--- src/rtl/adc_sc_pkg.sv ---
package adc_sc_pkg;

  typedef enum logic [1:0] {
    RX_OFF,
    RX_HUNT,
    RX_HDR,
    RX_DATA
  } rx_state_t;

  // host cycles occupied by one burst of serial clock pulses
  function automatic int burst_cycles(input int nph, input int npulse);
    return nph * npulse;
  endfunction

  // cycles from the start pulse to the result strobe when the
  // marker's one is found in burst period hdr_period
  function automatic int result_offset(input int lat, input int nph,
                                       input int hdr_period, input int nbits);
    return lat + 1 + nph * (hdr_period + 2 + nbits);
  endfunction

endpackage

--- src/rtl/adc_sc_seq.sv ---
module adc_sc_seq
  import adc_sc_pkg::*;
#(
  parameter int CYC_CYCLES = 120,
  parameter int LAT_CYCLES = 8,
  parameter int NPH        = 3,
  parameter int NPULSE     = 18
) (
  input  logic clk,
  input  logic rst_n,
  input  logic en,
  output logic conv_o,
  output logic sclk_o,
  output logic go_o
);

  localparam int CW    = $clog2(CYC_CYCLES);
  localparam int PW    = (NPH > 1) ? $clog2(NPH) : 1;
  localparam int BURST = burst_cycles(NPH, NPULSE);

  logic [CW-1:0] cnt;
  logic [PW-1:0] bph;
  logic          live;
  logic          burst_on;
  logic          wrap;

  assign wrap     = (cnt == CW'(CYC_CYCLES - 1));
  assign burst_on = live && (cnt >= CW'(LAT_CYCLES)) &&
                    (cnt < CW'(LAT_CYCLES + BURST));

  // free-running period counter, enable taken at the boundary
  always_ff @(posedge clk or negedge rst_n) begin
    if (!rst_n) begin
      cnt  <= '0;
      live <= 1'b0;
    end else begin
      cnt <= wrap ? '0 : cnt + 1'b1;
      if (cnt == '0) live <= en;
    end
  end

  // phase of the burst clock within one period
  always_ff @(posedge clk or negedge rst_n) begin
    if (!rst_n) begin
      bph <= '0;
    end else if (burst_on) begin
      bph <= (bph == PW'(NPH - 1)) ? '0 : bph + 1'b1;
    end else begin
      bph <= '0;
    end
  end

  // registered outputs, all delayed by one cycle alike
  always_ff @(posedge clk or negedge rst_n) begin
    if (!rst_n) begin
      conv_o <= 1'b0;
      sclk_o <= 1'b1;
      go_o   <= 1'b0;
    end else begin
      conv_o <= (cnt == '0) && en;
      sclk_o <= !(burst_on && (bph == '0));
      go_o   <= live && (cnt == CW'(LAT_CYCLES));
    end
  end

endmodule

--- src/rtl/adc_sc_align.sv ---
module adc_sc_align
  import adc_sc_pkg::*;
#(
  parameter int NPH    = 3,
  parameter int NBITS  = 16,
  parameter int NPULSE = 18,
  localparam int PW    = (NPH > 1) ? $clog2(NPH) : 1
) (
  input  logic          clk,
  input  logic          rst_n,
  input  logic          go,
  input  logic          din,
  output logic          period_end,
  output logic          lock_evt,
  output logic [PW-1:0] lock_ph,
  output logic          bit_stb,
  output logic          bit_val,
  output logic          bit_last,
  output logic          sync_err
);

  localparam int PCW = $clog2(NPULSE + 1);
  localparam int BCW = $clog2(NBITS + 1);

  rx_state_t      st;
  logic           din_q;
  logic [PW-1:0]  rph;
  logic [NPH-1:0] samp;
  logic [NPH-1:0] cur_vec;
  logic [PCW-1:0] pc;
  logic [BCW-1:0] bc;
  logic           hit;
  logic [PW-1:0]  hit_idx;
  logic           hunt_to;
  logic           hdr_bad;

  // one register on the incoming line
  always_ff @(posedge clk or negedge rst_n) begin
    if (!rst_n) din_q <= 1'b0;
    else        din_q <= din;
  end

  // samples of the current period, last phase taken live
  always_comb begin
    for (int i = 0; i < NPH; i++) begin
      cur_vec[i] = (i == NPH - 1) ? din_q : samp[i];
    end
  end

  // earliest phase holding a one
  always_comb begin
    hit     = 1'b0;
    hit_idx = '0;
    for (int i = NPH - 1; i >= 0; i--) begin
      if (cur_vec[i]) begin
        hit     = 1'b1;
        hit_idx = PW'(i);
      end
    end
  end

  assign period_end = (st != RX_OFF) && (rph == PW'(NPH - 1));
  assign lock_evt   = period_end && (st == RX_HUNT) && hit;
  assign bit_val    = cur_vec[lock_ph];
  assign bit_stb    = period_end && (st == RX_DATA);
  assign bit_last   = bit_stb && (bc == BCW'(NBITS - 1));
  assign hunt_to    = period_end && (st == RX_HUNT) && !hit &&
                      (pc == PCW'(NPULSE - 1));
  assign hdr_bad    = period_end && (st == RX_HDR) && bit_val;

  always_ff @(posedge clk or negedge rst_n) begin
    if (!rst_n) begin
      st      <= RX_OFF;
      rph     <= '0;
      samp    <= '0;
      pc      <= '0;
      bc      <= '0;
      lock_ph <= '0;
    end else if (go) begin
      st  <= RX_HUNT;
      rph <= '0;
      pc  <= '0;
      bc  <= '0;
    end else if (st != RX_OFF) begin
      samp[rph] <= din_q;
      rph       <= (rph == PW'(NPH - 1)) ? '0 : rph + 1'b1;
      if (period_end) begin
        case (st)
          RX_HUNT: begin
            if (hit) begin
              lock_ph <= hit_idx;
              st      <= RX_HDR;
            end else begin
              pc <= pc + 1'b1;
              if (hunt_to) st <= RX_OFF;
            end
          end
          RX_HDR:  st <= bit_val ? RX_OFF : RX_DATA;
          RX_DATA: begin
            bc <= bc + 1'b1;
            if (bit_last) st <= RX_OFF;
          end
          default: st <= RX_OFF;
        endcase
      end
    end
  end

  always_ff @(posedge clk or negedge rst_n) begin
    if (!rst_n) sync_err <= 1'b0;
    else        sync_err <= hunt_to || hdr_bad;
  end

endmodule

--- src/rtl/adc_sc_deser.sv ---
module adc_sc_deser #(
  parameter int NBITS = 16
) (
  input  logic             clk,
  input  logic             rst_n,
  input  logic             shift_en,
  input  logic             bit_in,
  input  logic             last,
  output logic [NBITS-1:0] sample_o,
  output logic             vld_o
);

  logic [NBITS-1:0] sh;

  always_ff @(posedge clk or negedge rst_n) begin
    if (!rst_n) begin
      sh       <= '0;
      sample_o <= '0;
      vld_o    <= 1'b0;
    end else begin
      vld_o <= 1'b0;
      if (shift_en) sh <= {sh[NBITS-2:0], bit_in};
      if (last) begin
        sample_o <= {sh[NBITS-2:0], bit_in};
        vld_o    <= 1'b1;
      end
    end
  end

endmodule

--- src/rtl/adc_selfclk_rx.sv ---
module adc_selfclk_rx
  import adc_sc_pkg::*;
#(
  parameter int CYC_CYCLES = 120,
  parameter int LAT_CYCLES = 8,
  parameter int NPH        = 3,
  parameter int NBITS      = 16
) (
  input  logic             clk,
  input  logic             rst_n,
  input  logic             en,
  input  logic             din,
  output logic             conv_start,
  output logic             sclk,
  output logic [NBITS-1:0] sample,
  output logic             sample_vld,
  output logic             sync_err
);

  localparam int NPULSE = NBITS + 2;
  localparam int PW     = (NPH > 1) ? $clog2(NPH) : 1;

  // named internal events
  logic          go_w;
  logic          period_end_w;
  logic          lock_evt_w;
  logic [PW-1:0] lock_ph_w;
  logic          bit_stb_w;
  logic          bit_val_w;
  logic          bit_last_w;

  adc_sc_seq #(
    .CYC_CYCLES(CYC_CYCLES),
    .LAT_CYCLES(LAT_CYCLES),
    .NPH       (NPH),
    .NPULSE    (NPULSE)
  ) u_seq (
    .clk   (clk),
    .rst_n (rst_n),
    .en    (en),
    .conv_o(conv_start),
    .sclk_o(sclk),
    .go_o  (go_w)
  );

  adc_sc_align #(
    .NPH   (NPH),
    .NBITS (NBITS),
    .NPULSE(NPULSE)
  ) u_align (
    .clk       (clk),
    .rst_n     (rst_n),
    .go        (go_w),
    .din       (din),
    .period_end(period_end_w),
    .lock_evt  (lock_evt_w),
    .lock_ph   (lock_ph_w),
    .bit_stb   (bit_stb_w),
    .bit_val   (bit_val_w),
    .bit_last  (bit_last_w),
    .sync_err  (sync_err)
  );

  adc_sc_deser #(
    .NBITS(NBITS)
  ) u_deser (
    .clk     (clk),
    .rst_n   (rst_n),
    .shift_en(bit_stb_w),
    .bit_in  (bit_val_w),
    .last    (bit_last_w),
    .sample_o(sample),
    .vld_o   (sample_vld)
  );

endmodule

--- config.mk ---
export PLATFORM = sky130hd
export DESIGN_NAME = adc_selfclk_rx
export DESIGN_NICKNAME = d
export VERILOG_FILES = /design/src/rtl/adc_sc_pkg.sv /design/src/rtl/adc_sc_seq.sv /design/src/rtl/adc_sc_align.sv /design/src/rtl/adc_sc_deser.sv /design/src/rtl/adc_selfclk_rx.sv
export SDC_FILE = /design/constraint.sdc
export NUM_CORES = 1
export LEC_CHECK = 0
export BUFFER_PORTS_ARGS = -buffer_cell sky130_fd_sc_hd__buf_2
export CORE_MARGIN = 1.5
export CORE_UTILIZATION = 45
export CTS_CLUSTER_SIZE = 25
export DETAILED_ROUTE_END_ITERATION = 10
export MAX_ROUTING_LAYER = met4
export SYNTH_ARGS = -nofsm -noshare
export SYNTH_HDL_FRONTEND = slang
export SYNTH_HIERARCHICAL = 1
export SYNTH_SLANG_ARGS = --single-unit
--- constraint.sdc ---
create_clock -name clk -period 2.3 [get_ports clk]
set_input_delay 0 -clock clk [delete_from_list [all_inputs] [get_ports clk]]
set_output_delay 0 -clock clk [all_outputs]
set_load 0.01 [all_outputs]
# Word level (Yosys, flattened, before mapping)
# Index checks and enable logic that the tools add are counted.
[word_totals] ff_bits=66 input_bits=4 word_cells=104
[op_classes] addsub=5 magnitude_cmp=5 eq_ne=12 mux=35 n_bitwise=1 reduce_logical=29
[op_table] cell="$mux W5" n=9
[op_table] cell="$mux W2" n=15
[op_table] cell="$logic_and A1 B1 Y1" n=14
[op_table] cell="$add A5 B1 Y5 const B" n=2
[op_table] cell="$reduce_bool A2 Y1" n=5
[op_table] cell="$eq A2 B2 Y1 const B" n=4
[op_table] cell="$reduce_and A4 Y1" n=2
[op_table] cell="$add A7 B1 Y7 const B" n=1
[op_table] cell="$eq A7 B4 Y1 const B" n=1
[op_table] cell="$eq A7 B7 Y1 const B" n=1
[op_table] cell="$ge A7 B4 Y1 const B" n=1
[op_table] cell="$logic_not A7 Y1" n=1
[op_table] cell="$lt A7 B6 Y1 const B" n=1
[op_table] cell="$mux W7" n=1
[op_table] cell="$lt A2 B3 Y1 const B" n=2
[op_table] cell="$mux W1" n=6
[op_table] cell="$pmux W2 S3" n=1
[op_table] cell="$eq A5 B4 Y1 const B" n=1
[op_table] cell="$eq A5 B5 Y1 const B" n=1
[op_table] cell="$reduce_and A5 Y1" n=1
[op_table] cell="$add A2 B1 Y2 const B" n=2
[op_table] cell="$ne A4 B2 Y1 const B" n=1
[op_table] cell="$bwmux W3" n=1
[op_table] cell="$ne A3 B3 Y1 const B" n=1
[op_table] cell="other kinds (11)" n=12

# Longest topological paths before layout
# Gate-level depths: netlist of run 1.
[logic_depth] word_depth=12 ltp_mapped=8 depth_no_buf=7

# Cells and area by module
# The synthesis of run 1 kept the hierarchy.
[modules_own_cells] module="adc_sc_deser" instances=1 cells_each=67 area_per_inst_um2=1287.5 seq_area_each_um2=800.8
[modules_own_cells] module="adc_sc_align" instances=1 cells_each=106 area_per_inst_um2=1087.3 seq_area_each_um2=500.5
[modules_own_cells] module="adc_sc_seq" instances=1 cells_each=51 area_per_inst_um2=589.3 seq_area_each_um2=326.6

# Worst setup path before layout of run 1
# Ideal clock, no wire load.
[synth_timing] path_kind="reg2reg" startpoint="register u_align.st[0]" endpoint="register u_deser.sample_o[10]" t_arrival_ps=1850 t_required_ps=2175 setup_slack_ps=325 stages_incl_launch_ff=9 period_less_slack_ps=1975 path_cell_list="dfrtp_1 inv_1 ha_1 nor4bb_1 buf_2 and2_1 buf_6 buf_12 mux2_4"
[synth_between] elab_chain_cells=4 elab_cells_between_ends=5
[synth_lines] item="from (decl)" line="adc_sc_align.sv:25" source="rx_state_t st;"
[synth_lines] item="from (signal assigned)" line="adc_sc_align.sv:98" source="RX_HDR: st <= bit_val ? RX_OFF : RX_DATA;"
[synth_lines] item="$reduce_bool A2 Y1" line="adc_sc_align.sv:62" source="assign period_end = (st != RX_OFF) && (rph == PW'(NPH - 1));"
[synth_lines] item="$logic_and A1 B1 Y1" line="adc_sc_align.sv:62"
[synth_lines] item="$logic_and A1 B1 Y1 *" line="adc_sc_align.sv:65" source="assign bit_stb = period_end && (st == RX_DATA);"
[synth_lines] item="via bit_stb_w" line="adc_selfclk_rx.sv:28" source="logic bit_stb_w;"
[synth_lines] item="$logic_and A1 B1 Y1 *" line="adc_sc_align.sv:66" source="assign bit_last = bit_stb && (bc == BCW'(NBITS - 1));"
[synth_lines] item="via bit_last_w" line="adc_selfclk_rx.sv:30" source="logic bit_last_w;"
[synth_lines] item="to (signal assigned)" line="adc_sc_deser.sv:24" source="sample_o <= {sh[NBITS-2:0], bit_in};"
[synth_lines] item="to (decl)" line="adc_sc_deser.sv:9" source="output logic [NBITS-1:0] sample_o,"
# Mark *: on every way through the listed nets, which the timed path passes. The rest lies on a longest branch.
# A chain may end at the register's enable or synchronous reset.

# Final worst setup path of run 1
[layout_timing] startpoint="register u_align.st[0]" endpoint="register u_deser.sh[2]"
[layout_between] elab_chain_cells=3 elab_cells_between_ends=4
[layout_lines] item="$reduce_bool A2 Y1" line="adc_sc_align.sv:62"
[layout_lines] item="$logic_and A1 B1 Y1" line="adc_sc_align.sv:62"
[layout_lines] item="$logic_and A1 B1 Y1 *" line="adc_sc_align.sv:65"
[layout_lines] item="via bit_stb_w" line="adc_selfclk_rx.sv:28"
[layout_lines] item="to (signal assigned)" line="adc_sc_deser.sv:22" source="if (shift_en) sh <= {sh[NBITS-2:0], bit_in};"
[layout_lines] item="to (decl)" line="adc_sc_deser.sv:13" source="logic [NBITS-1:0] sh;"
# Marked as above.

==> key figures, run 1 <==
Status
  • Outcome: finished clean

Timing
  • Rel. slew slack: between 50 and 60%
  • Final Max Tran Viols: 0
  • Worst-Margin Slew: 0.638 ns
  • Fin crit share: between 80% and 90%
  • F_max: between 0.5 and 0.6 GHz
  • Final setup violating endpoints: 0
  • RSZ-0062 raised after global routing: no
  • Total negative slack: 0 ns
  • Min Hold Slack: 0.224 ns
  • Max Clock Skew: about 0.012 ns
  • Final Hold Viols: 0
  • Minimum clock period: 1.92 ns

Logic synthesis
  • Syn_nets: 237
  • Synth Warn #: 6
  • Mapped Area: 2960 µm²
  • Syn_area_per_cell: about 13 µm²
  • Post-Synthesis Cells: roughly 220

Detailed routing
  • Final wirelength: 4560 µm
  • DR DRC count: 0
  • Starting DRC count in detailed routing: 73
  • Router iterations before antenna repair: 4
  • Routed wire per std cell: between 10 and 15 µm
  • Via/cell ratio: between 4 and 5
  • Antenna viol nets, final: 0
  • Detailed-route via count: approximately 1700

Clocking
  • Worst-skew pair later-pin latency: about 0.33 ns
  • Max Buffers Root-to-Sink: 2
  • CTS root buffer: clkbuf_8
  • Setup Buffers After CTS: 0
  • CTS Buf Count: 9
  • H-tree levels: 3
  • TritonCTS clock tree: built
  • CTS clk-pin slew, worst paths: approximately 0.080 ns
  • Sink Count: 65

Global routing
  • Congestion Overflow GR: 0
  • Largest net degree at the start of global routing: 30
  • Vias in the first global route: 1626
  • GRT Util Overall: between 10 and 15%
  • Initial antenna violation count: 0
  • First-pass GRT wire length: between 8000 and 9000 µm

Setup path
  • CP Launch Point: u_align/st[0]$_DFFE_PN0P_
  • Worst Path Max Fanout: 21
  • Required time worst endpoint: ~2.5 ns
  • Reg-to-reg critical path startpoint: u_align/st[0]$_DFFE_PN0P_
  • Crit path DAT: between 2 and 2.5 ns
  • CP Capture Type: register
  • WS Path Type: reg -> reg
  • Crit path launch type: register

Layout
  • Post-route insts no fill: approximately 340
  • Fillers: 533
  • Antenna diodes: 0
  • Final #Nets: about 270
  • Layout cell share with drive strength beyond 1: 33.2%
  • Area Growth Syn to Fin: 14.4%
  • Final core occ: a little over half

Floorplan
  • Die Y: 84.1 µm
  • Chip width: approximately 84 µm
  • Site Rows: 29
  • Core area: ~6300 µm²
  • Starting density of the core: 46.6%
  • I/O pin count: 24
  • Full die area: 7070 µm²

Place
  • Placer Congestion: 0.794
  • Hpwl dp: approximately 3200 µm
  • Cell Count Post-Placement: 320
  • Port Buffers: 23

Power and ir drop
  • Sw frac: between 20 and 30%
  • Clock group share of total power: 35.7%
  • Gate power share: ~14%
  • Max VDD drop: ~0.42 mV
  • Share of power burned in registers: between 50% and 60%
  • Power Total: between 2 and 3 mW
  • Cell internal pwr: about 1.9 mW
  • Pwr per Cell Area: between 700 and 800 nW/µm²
  • Psw: just under 0.8 mW
  • Leak: ~1.6 nW

Job
  • Max Cap Viol: 0

Hold path
  • Hold Crit Class: in -> async
==> per-layer routing <==
metal	vias to the layer above	share of wire (%)	wire (µm)	global-route usage, %
met4	0	1.3	59	6.71
met1	822	52	2380	21.8
met2	25	43	1980	19.8
met5	-	0	0	-
met3	5	2.9	131	2.77
li1	835	-	-	-
==> sequential cells by signal, summed over array words and instances, names as in the netlist, 2 cells and up <==
signal and cells:
u_align/samp 2, u_align/lock_ph 2, u_seq/bph 2, u_align/st 2, u_deser/sample_o 16, u_deser/sh 15, u_seq/cnt 7, u_align/pc 5
u_align/rph 2, u_align/bc 5
==> what timing repair did <==
action	4_1_cts	5_1_grt
hold buffers	3	0
resized for setup	0	0
hold endpoints to repair	30	0
==> metrics by stage <==
stage                     setup WS, ns  area, µm²
final                            0.381       3390
after global routing             0.159       3390
after floorplan                  0.325       2960
after CTS                        0.368       3390
after detailed placement         0.369       3150
after global placement           0.440       3150
==> worst paths after layout <==
| kind | slack [ns] | depth (start not counted) | end |
|---|---|---|---|
| max | 0.38 | 5 | u_deser/sh[2]$_DFFE_PN0P_ |
| min | 0.22 | 2 | u_deser/sh[5]$_DFFE_PN0P_ |
| max reg2reg | 0.38 | 5 | u_deser/sh[2]$_DFFE_PN0P_ |
| min reg2reg | 0.49 | 1 | u_seq/live$_DFFE_PN0N_ |
| max in group asynchronous | 1.32 | 3 | u_seq/sclk_o$_DFF_PN1_ |
| min in group clk | 0.31 | 2 | u_align/din_q$_DFF_PN0_ |
==> power by group through the flow <==
| stage | Sequential, mW | Clock, mW | Combinational [mW] |
|---|---|---|---|
| 2_1_floorplan | 1.34 | 0 | 0.278 |
| 6_report | 1.35 | 0.964 | 0.382 |
| 3_3_place_gp | 1.37 | 0 | 0.374 |
| 3_5_place_dp | 1.37 | 0 | 0.387 |
| 5_1_grt | 1.37 | 1.06 | 0.447 |
| 4_1_cts | 1.35 | 1.01 | 0.389 |
==> worst max-delay path, stage by stage, from the launching register on <==
cell and delay [ns]:
dfrtp_1 0.40, inv_1 0.08, ha_1 0.30, nor4bb_4 0.30, buf_4 0.36, mux2_2 0.37
==> cell usage in the layout, fill, tap and decap left out, drive strengths merged, types with 2 or more instances in the layout <==
| cell | instances |
|---|---|
| mux2i | 2 |
| nand3 | 6 |
| clkbuf | 9 |
| xor2 | 8 |
| mux2 | 33 |
| dfrtp | 64 |
| a211oi | 2 |
| nand3b | 3 |
| and3 | 3 |
| nor2 | 20 |
| a21oi | 4 |
| and2 | 3 |
| nor4 | 2 |
| inv | 13 |
| clkinv | 5 |
| a211o | 2 |
| buf | 29 |
| nand2b | 2 |
| o21ai | 5 |
| nor4bb | 2 |
| nor3 | 4 |
| nand4 | 3 |
| nand2 | 8 |
| dlygate4sd3 | 3 |
| ha | 10 |
| xnor2 | 2 |
==> cell type report <==
class | instances | area (µm²) | area share (%)
Timing Repair Buffer | 32 | 203 | 5.99
Clock buffer | 9 | 124 | 3.66
Tap cell | 77 | 96.3 | 2.85
Clock inverter | 7 | 78.8 | 2.33
Inverter | 12 | 50.0 | 1.48
Sequential cell | 65 | 1630 | 48.1
Multi-Input combinational cell | 137 | 1210 | 35.6
Note: power is estimated with default switching activity, not from simulation.
==> run 2: changes to the inputs <==
Settings changed: PLACE_DENSITY from default to 0.65.
Clock period 2.3 ns to 1.6 ns, I/O delays scaled along.
==> key figures, run 2 (same netlist as run 1, synthesis figures left out) <==
Global routing
  • First-pass GRT wire length: 8980 µm (+10%)
  • Congestion Overflow GR: 0 (unchanged)
  • Initial antenna violation count: 0 (unchanged)
  • GRT Util Overall: 16.9% (+2.1 points)
  • Vias in the first global route: 1845 (+13%)
  • Largest net degree at the start of global routing: 33 (+10%)

Setup path
  • Crit path launch type: register
  • Top delay family on crit path: simple AND/OR/NAND/NOR gates
  • Worst Path Max Fanout: 8 (-62%)
  • Required time worst endpoint: 1.83 ns (-0.69 ns)
  • WS Path Type: reg -> reg
  • CP Capture Type: register
  • Worst Path Buf+Inv: 2 (unchanged)
  • Crit path DAT: 2.05 ns (-0.08 ns)
  • Slowest cell on crit path: dfrtp_1
  • Critical Path, Cell by Cell: inv_2, ha_4, nor4bb_4, buf_4, and2_4, mux2_4
  • Max stage delay on crit path: 0.40 ns (about the same)

Status
  • Failing checks: negative setup slack
  • Outcome: finished with violations

Layout
  • Max FFs per register: 16 (unchanged)
  • Most common cell after layout, fill and taps aside: dfrtp_1
  • Most frequent cells in the layout: dfrtp_1 (63), buf_4 (27), mux2_4 (27)
  • Fin area: 3810 µm² (+13%)
  • Final #Nets: 303 (+12%)
  • Reg with most FFs: u_deser/sample_o
  • Final core occ: 60.1% (+6.8 points)
  • Layout cell share with drive strength beyond 1: 47.6% (+14 points)
  • Antenna diodes: 0 (unchanged)
  • Largest regs: u_deser/sample_o (16), u_deser/sh (15), u_seq/cnt (7)
  • Post-route insts no fill: 371 (+9.4%)
  • Area Growth Syn to Fin: 28.9%

Timing
  • Fin crit share: 114% (+31 points)
  • RSZ-0062 raised after global routing: yes
  • Setup ws final: -0.226 ns (-0.607 ns)
  • Max Clock Skew: 0.00747 ns (-0.00485 ns)
  • Min Hold Slack: 0.134 ns (-0.0896 ns)
  • Rel. slew slack: 70.2% (+13 points)
  • Minimum clock period: 1.83 ns (-0.0927 ns)
  • Worst-Margin Slew: 0.444 ns (-0.194 ns)
  • F_max: 0.548 GHz (+5.1%)
  • Final setup violating endpoints: 45 (+45)
  • Final Hold Viols: 0 (unchanged)
  • Final Max Tran Viols: 0 (unchanged)

Detailed routing
  • Router iterations before antenna repair: 4 (unchanged)
  • Detailed-route via count: 1877 (+11%)
  • Final wirelength: 5440 µm (+19%)
  • DR DRC count: 0 (unchanged)
  • Antenna viol nets, final: 0 (unchanged)
  • Routed wire per std cell: 14.7 µm (+9.1%)
  • Via/cell ratio: 5.06 (+1.7%)
  • Starting DRC count in detailed routing: 93 (+27%)

Clocking
  • CTS Buf Count: 9 (unchanged)
  • TritonCTS clock tree: built
  • Worst-skew pair later-pin latency: 0.34 ns (about the same)
  • H-tree levels: 3 (unchanged)
  • CTS root buffer: clkbuf_8
  • Max Buffers Root-to-Sink: 2 (unchanged)
  • Sink Count: 65 (unchanged)
  • CTS clk-pin slew, worst paths: 0.08 ns (about the same)

Floorplan
  • Core area: 6350 µm² (unchanged)
  • Full die area: 7070 µm² (unchanged)
  • I/O pin count: 24 (unchanged)
  • Site Rows: 29 (unchanged)
  • Die Y: 84.1 µm (unchanged)
  • Chip width: 84.1 µm (unchanged)
  • Starting density of the core: 46.6% (unchanged)

Place
  • Cell Count Post-Placement: 335 (+4.7%)
  • Hpwl dp: 3270 µm (+2.1%)
  • Dpl cell area: 3310 µm² (+4.9%)
  • Port Buffers: 23 (unchanged)
  • Placer Congestion: 0.758 (-4.6%)

Job
  • Max Cap Viol: 0 (unchanged)

Power and ir drop
  • Leak: 1.84 nW (+12%)
  • Pwr per Cell Area: 1140 nW/µm² (+42%)
  • Max VDD drop: 0.655 mV (+56%)

Hold path
  • Hold Crit Class: in -> async
## run 2: repair_timing
item,4_1_cts,5_1_grt
hold buffers,3,0
setup endpoints to repair,43,46
resized for setup,18,23
setup buffers,10,7
cloned,3,1
hold endpoints to repair,52,0
pin swaps,4,21
## run 2: area by class of cell
type / count / area [µm²]
clock buffers: 9 / 124
clock inverters: 7 / 77.6
fillers: 503 / 2530
inverters: 12 / 50.0
multi-input cells: 138 / 1350
flip-flops and latches: 65 / 1630
well taps: 77 / 96.3
repair buffers: 63 / 489
## run 2: metrics by stage
stage	power (mW)	setup WS (ns)	TNS, ns
global route	4.59	-0.294	-9.38
CTS	4.25	-0.189	-6.04
floorplan	2.37	-0.277	-5.59
finish	4.33	-0.226	-6.17
detailed placement	2.71	-0.224	-5.79
global placement	2.69	-0.183	-4.92
## run 2: path summary, 6_finish.rpt
kind / slack, ns / startpoint / cells past startpoint / end
setup / recovery: -0.23 / u_align/st[1]$_DFFE_PN0P_ / 6 / u_deser/sample_o[7]$_DFFE_PN0P_
hold / removal: 0.13 / rst_n / 2 / u_align/lock_ph[1]$_DFFE_PN0P_
setup reg to reg: -0.23 / u_align/st[1]$_DFFE_PN0P_ / 6 / u_deser/sample_o[7]$_DFFE_PN0P_
hold reg to reg: 0.49 / u_seq/live$_DFFE_PN0N_ / 1 / u_seq/live$_DFFE_PN0N_
max in group asynchronous: 0.81 / rst_n / 3 / u_seq/sclk_o$_DFF_PN1_
min in group clk: 0.31 / din / 2 / u_align/din_q$_DFF_PN0_
## run 2: layer usage
layer  share of wire (%)  track usage (%)
met5                   0                -
met4                0.74             6.11
met3                 3.9             5.84
met2                  48             24.1
met1                  48             22.3
## run 2: power by group
group	leakage (nW)	switching (mW)	internal [mW]	total, mW
registers	0.874	0.112	1.78	1.89
clock network	0.101	0.686	0.736	1.42
logic	0.866	0.482	0.539	1.02
total	1.84	1.28	3.05	4.33
